--- config.mk ---
export PLATFORM = sky130hd
export DESIGN_NAME = fwd_hazard_unit
export DESIGN_NICKNAME = d
export VERILOG_FILES = /design/src/rtl/fwd_pkg.sv /design/src/rtl/fwd_operand_sel.sv /design/src/rtl/fwd_loaduse_detect.sv /design/src/rtl/fwd_stall_ctrl.sv /design/src/rtl/fwd_hazard_unit.sv
export SDC_FILE = /design/constraint.sdc
export NUM_CORES = 1
export LEC_CHECK = 0
export ABC_AREA = 0
export BUFFER_PORTS_ARGS = -buffer_cell sky130_fd_sc_hd__buf_2
export CELL_PAD_IN_SITES_DETAIL_PLACEMENT = 0
export CELL_PAD_IN_SITES_GLOBAL_PLACEMENT = 1
export CORE_UTILIZATION = 23
export CTS_BUF_LIST = sky130_fd_sc_hd__clkbuf_8
export DETAILED_ROUTE_END_ITERATION = 10
export HOLD_SLACK_MARGIN = 0.12
export PLACE_DENSITY_LB_ADDON = 0.1
export REMOVE_ABC_BUFFERS = 1
export SLEW_MARGIN = 5
export SYNTH_ARGS = -nofsm -noshare
export SYNTH_HDL_FRONTEND = slang
export SYNTH_HIERARCHICAL = 1
export SYNTH_SLANG_ARGS = --single-unit
--- constraint.sdc ---
create_clock -name clk -period 2.8 [get_ports clk]
set_input_delay 0.84 -clock clk [delete_from_list [all_inputs] [get_ports clk]]
set_output_delay 0.84 -clock clk [all_outputs]
set_load 0.03 [all_outputs]
--- src/rtl/fwd_pkg.sv ---
package fwd_pkg;

    // Operand source encoding seen by the execute-stage muxes
    typedef enum logic [1:0] {
        SRC_RF       = 2'b00,
        SRC_ONE_BACK = 2'b01,
        SRC_TWO_BACK = 2'b10
    } fwd_src_e;

    // Load-use stall controller states
    typedef enum logic {
        ST_RUN  = 1'b0,
        ST_HOLD = 1'b1
    } stall_state_e;

endpackage

--- src/rtl/fwd_operand_sel.sv ---
module fwd_operand_sel
    import fwd_pkg::*;
#(
    parameter int REG_W = 5
) (
    input  logic [REG_W-1:0] src,
    input  logic [REG_W-1:0] near_dst,
    input  logic             near_wen,
    input  logic [REG_W-1:0] far_dst,
    input  logic             far_wen,
    output fwd_src_e         sel
);

    localparam logic [REG_W-1:0] ZERO_IDX = '0;

    logic src_live;
    logic near_hit;
    logic far_hit;

    always_comb begin
        src_live = (src != ZERO_IDX);
        near_hit = src_live && near_wen && (near_dst == src);
        far_hit  = src_live && far_wen  && (far_dst  == src);
    end

    // The younger producer holds the newer value, so it is tested first
    always_comb begin
        if (near_hit) begin
            sel = SRC_ONE_BACK;
        end else if (far_hit) begin
            sel = SRC_TWO_BACK;
        end else begin
            sel = SRC_RF;
        end
    end

endmodule

--- src/rtl/fwd_loaduse_detect.sv ---
module fwd_loaduse_detect #(
    parameter int REG_W   = 5,
    parameter int NUM_SRC = 2
) (
    input  logic [NUM_SRC-1:0][REG_W-1:0] dec_src,
    input  logic [REG_W-1:0]              exe_dst,
    input  logic                          exe_wen,
    input  logic                          exe_load,
    output logic                          hazard
);

    localparam logic [REG_W-1:0] ZERO_IDX = '0;

    logic                load_live;
    logic [NUM_SRC-1:0]  src_hit;

    always_comb begin
        load_live = exe_load && exe_wen && (exe_dst != ZERO_IDX);
    end

    for (genvar s = 0; s < NUM_SRC; s++) begin : g_src
        always_comb begin
            src_hit[s] = load_live && (dec_src[s] == exe_dst);
        end
    end

    always_comb begin
        hazard = |src_hit;
    end

endmodule

--- src/rtl/fwd_stall_ctrl.sv ---
module fwd_stall_ctrl
    import fwd_pkg::*;
(
    input  logic clk,
    input  logic rst_n,
    input  logic hazard,
    output logic stall_req,
    output logic bubble_req
);

    stall_state_e state_q;
    stall_state_e state_d;

    // State register
    always_ff @(posedge clk or negedge rst_n) begin
        if (!rst_n) begin
            state_q <= ST_RUN;
        end else begin
            state_q <= state_d;
        end
    end

    // Transitions: RUN->HOLD on hazard, HOLD->RUN always
    always_comb begin
        state_d = state_q;
        unique case (state_q)
            ST_RUN:  state_d = hazard ? ST_HOLD : ST_RUN;
            ST_HOLD: state_d = ST_RUN;
            default: state_d = ST_RUN;
        endcase
    end

    // Outputs
    always_comb begin
        stall_req  = 1'b0;
        bubble_req = 1'b0;
        if (rst_n) begin
            unique case (state_q)
                ST_RUN: begin
                    stall_req  = hazard;
                    bubble_req = hazard;
                end
                ST_HOLD: begin
                    stall_req  = 1'b0;
                    bubble_req = 1'b0;
                end
                default: begin
                    stall_req  = 1'b0;
                    bubble_req = 1'b0;
                end
            endcase
        end
    end

endmodule

--- src/rtl/fwd_hazard_unit.sv ---
module fwd_hazard_unit
    import fwd_pkg::*;
#(
    parameter int REG_W = 5
) (
    input  logic             clk,
    input  logic             rst_n,
    input  logic [REG_W-1:0] dec_src_a,
    input  logic [REG_W-1:0] dec_src_b,
    input  logic [REG_W-1:0] exe_src_a,
    input  logic [REG_W-1:0] exe_src_b,
    input  logic [REG_W-1:0] exe_dst,
    input  logic             exe_wen,
    input  logic             exe_load,
    input  logic [REG_W-1:0] mem_dst,
    input  logic             mem_wen,
    input  logic [REG_W-1:0] wb_dst,
    input  logic             wb_wen,
    output logic [1:0]       sel_a,
    output logic [1:0]       sel_b,
    output logic             stall_req,
    output logic             bubble_req
);

    localparam int NUM_SRC = 2;

    logic [NUM_SRC-1:0][REG_W-1:0] exe_src_vec;
    logic [NUM_SRC-1:0][REG_W-1:0] dec_src_vec;
    fwd_src_e                      sel_vec [NUM_SRC];
    logic                          lu_hazard;

    always_comb begin
        exe_src_vec[0] = exe_src_a;
        exe_src_vec[1] = exe_src_b;
        dec_src_vec[0] = dec_src_a;
        dec_src_vec[1] = dec_src_b;
    end

    for (genvar k = 0; k < NUM_SRC; k++) begin : g_opnd
        fwd_operand_sel #(
            .REG_W (REG_W)
        ) u_sel (
            .src      (exe_src_vec[k]),
            .near_dst (mem_dst),
            .near_wen (mem_wen),
            .far_dst  (wb_dst),
            .far_wen  (wb_wen),
            .sel      (sel_vec[k])
        );
    end

    always_comb begin
        sel_a = sel_vec[0];
        sel_b = sel_vec[1];
    end

    fwd_loaduse_detect #(
        .REG_W   (REG_W),
        .NUM_SRC (NUM_SRC)
    ) u_lu (
        .dec_src  (dec_src_vec),
        .exe_dst  (exe_dst),
        .exe_wen  (exe_wen),
        .exe_load (exe_load),
        .hazard   (lu_hazard)
    );

    fwd_stall_ctrl u_ctrl (
        .clk        (clk),
        .rst_n      (rst_n),
        .hazard     (lu_hazard),
        .stall_req  (stall_req),
        .bubble_req (bubble_req)
    );

endmodule

## After elaboration in Yosys (flattened, before gate mapping)

Index checks and enable logic that the tools add are counted.

| word-level totals | value |
|---|---|
| memories kept | 0 |
| memory bits (read-only) | 0 |
| memory bits (writable) | 0 |
| output and inout bits | 6 |
| register bits | 1 |
| bits in latches | 0 |

| operators by class | value |
|---|---|
| add/subtract/negate cells | 0 |
| multiply operators | 0 |
| equality and inequality tests | 6 |
| bitwise gates (word level) | 1 |
| reductions and logical operators | 16 |
| shift operators | 0 |
| divide/modulo/power cells | 0 |
| muxes and demuxes | 8 |
| magnitude comparators | 0 |

Operators by type and width:

| operator | number |
|---|---|
| 5-bit == test | 6 |
| 5-bit nonzero test | 3 |
| 1-bit logical AND | 12 |
| 2-bit 2-to-1 mux | 4 |
| 1-bit case mux with 2 select lines | 2 |
| 1-bit 2-to-1 mux | 2 |
| 2-bit OR reduction | 1 |
| 1-bit inverter | 1 |

## Logic depth before layout (Yosys ltp)

| logic depth | value |
|---|---|
| depth after elaboration | 6 |
| mapped depth | 6 |
| depth with buffers taken out | 5 |

## By module

Netlist, hierarchy kept.

Modules (own cells, without submodules):

| module | sequential area each (µm²) | cells an instance | area each (µm²) | instances |
|---|---|---|---|---|
| fwd_operand_sel | 0.0 | 19 | 146.4 | 2 |
| fwd_loaduse_detect | 0.0 | 17 | 132.6 | 1 |
| fwd_stall_ctrl | 25.0 | 4 | 47.5 | 1 |

## Worst setup path before layout

No wires, ideal clock.

| timing | value |
|---|---|
| kind | input port to output port |
| start | in exe_src_a[2] |
| end | out sel_a[1] |
| path buffers | 0 |
| arrival time | 2640 ps |
| path slack | -680 ps |
| stages on the path | 3 |
| path through | xnor2_1 > and2_1 > a2111oi_0 |

| between the ends | value |
|---|---|
| cells in the longest elaborated chain, start to end | 5 |
| elaborated cells on any way between the ends | 9 |

RTL lines:

| element | RTL line | text |
|---|---|---|
| start, declared | fwd_hazard_unit.sv:10 | `input logic [REG_W-1:0] exe_src_a,` |
| 5-bit nonzero test | fwd_operand_sel.sv:21 | `src_live = (src != ZERO_IDX);` |
| 1-bit logical AND (2 in series) | fwd_operand_sel.sv:23 | `far_hit = src_live && far_wen && (far_dst == src);` |
| 2-bit 2-to-1 mux | fwd_operand_sel.sv:30 | `end else if (far_hit) begin` |
| 2-bit 2-to-1 mux (*) | fwd_operand_sel.sv:28 | `if (near_hit) begin` |
| end, declared | fwd_hazard_unit.sv:19 | `output logic [1:0] sel_a,` |

Mark *: on every way between the ends. The rest lies on a longest branch, timed or not.

## Worst setup path in the final report

| timing | value |
|---|---|
| start | in exe_dst[1] |
| end | out stall_req |

| between the ends | value |
|---|---|
| cells in the longest elaborated chain, start to end | 6 |
| elaborated cells on any way between the ends | 9 |

RTL lines:

| element | RTL line | text |
|---|---|---|
| start, declared | fwd_hazard_unit.sv:12 | `input logic [REG_W-1:0] exe_dst,` |
| 5-bit nonzero test | fwd_loaduse_detect.sv:18 | `load_live = exe_load && exe_wen && (exe_dst != ZERO_IDX);` |
| 1-bit logical AND | fwd_loaduse_detect.sv:18 |  |
| 1-bit logical AND | fwd_loaduse_detect.sv:23 | `src_hit[s] = load_live && (dec_src[s] == exe_dst);` |
| 2-bit OR reduction (*) | fwd_loaduse_detect.sv:28 | `hazard = \|src_hit;` |
| named net lu_hazard | fwd_hazard_unit.sv:30 | `logic lu_hazard;` |
| 1-bit case mux with 2 select lines (*) | fwd_stall_ctrl.sv:38 | `unique case (state_q)` |
| 1-bit 2-to-1 mux (*) | fwd_stall_ctrl.sv:37 | `if (rst_n) begin` |
| end, declared | fwd_hazard_unit.sv:21 | `output logic stall_req,` |

Mark *: on every way through the listed nets, which the timed path passes. The rest lies on a longest branch.

==> impl_results.md <==
* Non-filler instance count after layout at 134
* Synth area leader: xnor2_1
* Post-synthesis sequential element count at 1
* Worst path max stage delay at 520 ps
* Share of layout cells above drive strength 1 at 58.9%
* Setup CP Type: in -> out
* Area growth syn-to-layout at 84.1%
* Run status: complete, but fails checks
* Largest net degree at the start of global routing at 4
* Placed cells at 133
* Number of flip-flops under the largest register name at 1
* Cell Chain, Critical Path: buf_6 -> or4_4 -> o211ai_2 -> a21oi_2 -> and3b_2 -> buf_6
* Final wirelength at 1.35 mm
* Grt ovf at 0
* RSZ-0062 raised after global routing: true
* Post-synthesis sequential area ratio at 5.29%
* Via count at 558
* GPL Wtd Cong at 0.688
* N_diodes at 0
* Reg clk slew, reported paths at 0 ps
* Tot GR Track Use at 12.0%
* Top cells by count, synth: 16 x xnor2_1, 14 x xor2_1, 3 x and3b_1, 3 x buf_4, 3 x or4_1
* Final min period at 2870 ps
* Top cells by area, synth: xnor2_1 30%, xor2_1 26%, and3b_1 5.6%
* Cell area after synthesis at 473 sq um
* Top Registers: u_ctrl/state_q x1
* I/O Buffers at 46
* FF/Latch Area at 25.0 sq um
* Starting density of the core at 24.4%
* Worst Clk Skew at 0 ps
* Syn_area_per_cell at 8.02 sq um
* Async S/R FF share, synth at 100%
* Critical path data required time at 1960 ps
* CP delay by family, top: simple AND/OR/NAND/NOR gates
* Most common cell in the netlist: xnor2_1
* Detailed Route Iter0 Violations at 0
* Multi-input gate area at 477 sq um
* HPWL Detailed at 1.24 mm
* Most frequent CP cell: buf_6
* Post-synth cell types at 17
* Initial antenna violation count at 0
* Clk_lat worst skew at 0 ps
* Power Density at 146 mW/mm^2
* Worst slew pin tran at 309 ps
* Peak VDD IR at 0.0707 mV
* Vias in the first global route at 466
* Ys Warns at 6
* Die height at 47.3 microns
* Remaining DRCs at 0
* First-pass GRT wire length at 1.96 mm
* Core Util, Final at 44.8%
* Violated checks: negative setup slack
* DR vias/cell at 4.16
* Max cap viols at 0
* Ys flop type: dfrtp_1
* Slew headroom at 78.9%
* Core Rows at 16
* Final nets at 150
* Number of synthesized flops with an enable pin at 0
* CP max-delay cell: or4_4
* Final-report hold violation count at 0
* Worst setup SP type: input port
* Cells after Synth at 59
* CP Buf/Inv Count at 2
* Crit share post-route at 103%
* Biggest register: u_ctrl/state_q
* Fin. max-slew vios at 0
* Kind of end point of the critical path: output pin
* Final setup viols at 2
* Critical path fanouts, max at 2
* Die ar. at 0.00224 sq mm
* Die Wd at 47.3 microns
* Static Leak at 0.392 nW
* Class of the worst hold path: reg -> reg
* Io pins at 47
* Critical Path AT at 2030 ps
* Maximum clock frequency at 348 MHz
* Fillcell total at 217
* DRT antenna net count at 0
* Setup WS post-layout at -72.9 ps
* Core ar. at 0.00194 sq mm
* Routed wire per std cell at 10.1 microns
* Pre-Repair DR Iteration Count at 1
* Synth top area share at 29.6%
[stage by stage]
stage | worst slack, ps | TNS, ps | total power [W] | hold slack (ps) | area, sq um
final | -72.9 | -145 | 0.000127 | 423 | 871
after floorplan | -680 | -1360 | 0.0000594 | 395 | 450
after global placement | -109 | -219 | 0.000111 | 414 | 744
after detailed placement | -123 | -295 | 0.000113 | 417 | 744
after CTS | -87.5 | -175 | 0.000123 | 417 | 831
after global routing | -123 | -271 | 0.000138 | 454 | 871
[cells by family after synthesis]
logic type,after synthesis,share of synthesized area (%)
simple gates,21,27.0
compound gates,4,7.41
buf+inv,3,4.76
xor+xnor,30,55.6
flops,1,5.29
[layout by cell type, fill, tap and decap left out, types with 3 or more instances in the layout]
cell type | netlist | final
or4_4 | 0 | 3
buf_2 | 0 | 34
buf_6 | 0 | 8
xnor2_1 | 16 | 16
xor2_1 | 14 | 14
buf_4 | 3 | 8
[final timing paths]
check | start | endpoint | slack [ps] | cells after the start
max | exe_dst[1] | stall_req | -70 | 6
min | u_ctrl/state_q | u_ctrl/state_q | 420 | 1
max reg2reg | u_ctrl/state_q | u_ctrl/state_q | 2270 | 1
min reg2reg | u_ctrl/state_q | u_ctrl/state_q | 420 | 1
max in group asynchronous | rst_n | u_ctrl/state_q | 2090 | 1
min in group asynchronous | rst_n | u_ctrl/state_q | 620 | 1
[metal layers]
layer	GRT usage (%)	share of wire (%)	vias to the layer above
li1	-	-	301
met1	19.1	48	237
met2	18.4	47	20
met3	0.769	4.7	0
met4	0	0	0
met5	0	0	-
[layout make-up]
type | count | area share [%]
multi-input cells | 55 | 54.7
well taps | 27 | 3.88
flip-flops and latches | 1 | 2.87
repair buffers | 51 | 38.5
[power by group]
group	internal [W]	leakage (nW)	switching, W	total (W)
combinational	0.0000630	0.378	0.0000491	0.000112
clock	0	0	0	0
sequential	0.0000150	0.0139	0.000000144	0.0000151
[timing repair]
| item | CTS | global route |
|---|---|---|
| setup endpoints to repair | 4 | 5 |
| gates cloned | 0 | 0 |
| setup buffers | 1 | 0 |
| pin swaps | 7 | 7 |
| resized for setup | 22 | 12 |
| hold buffers | 0 | 0 |
No activity file was read; power rests on OpenSTA's default activity.
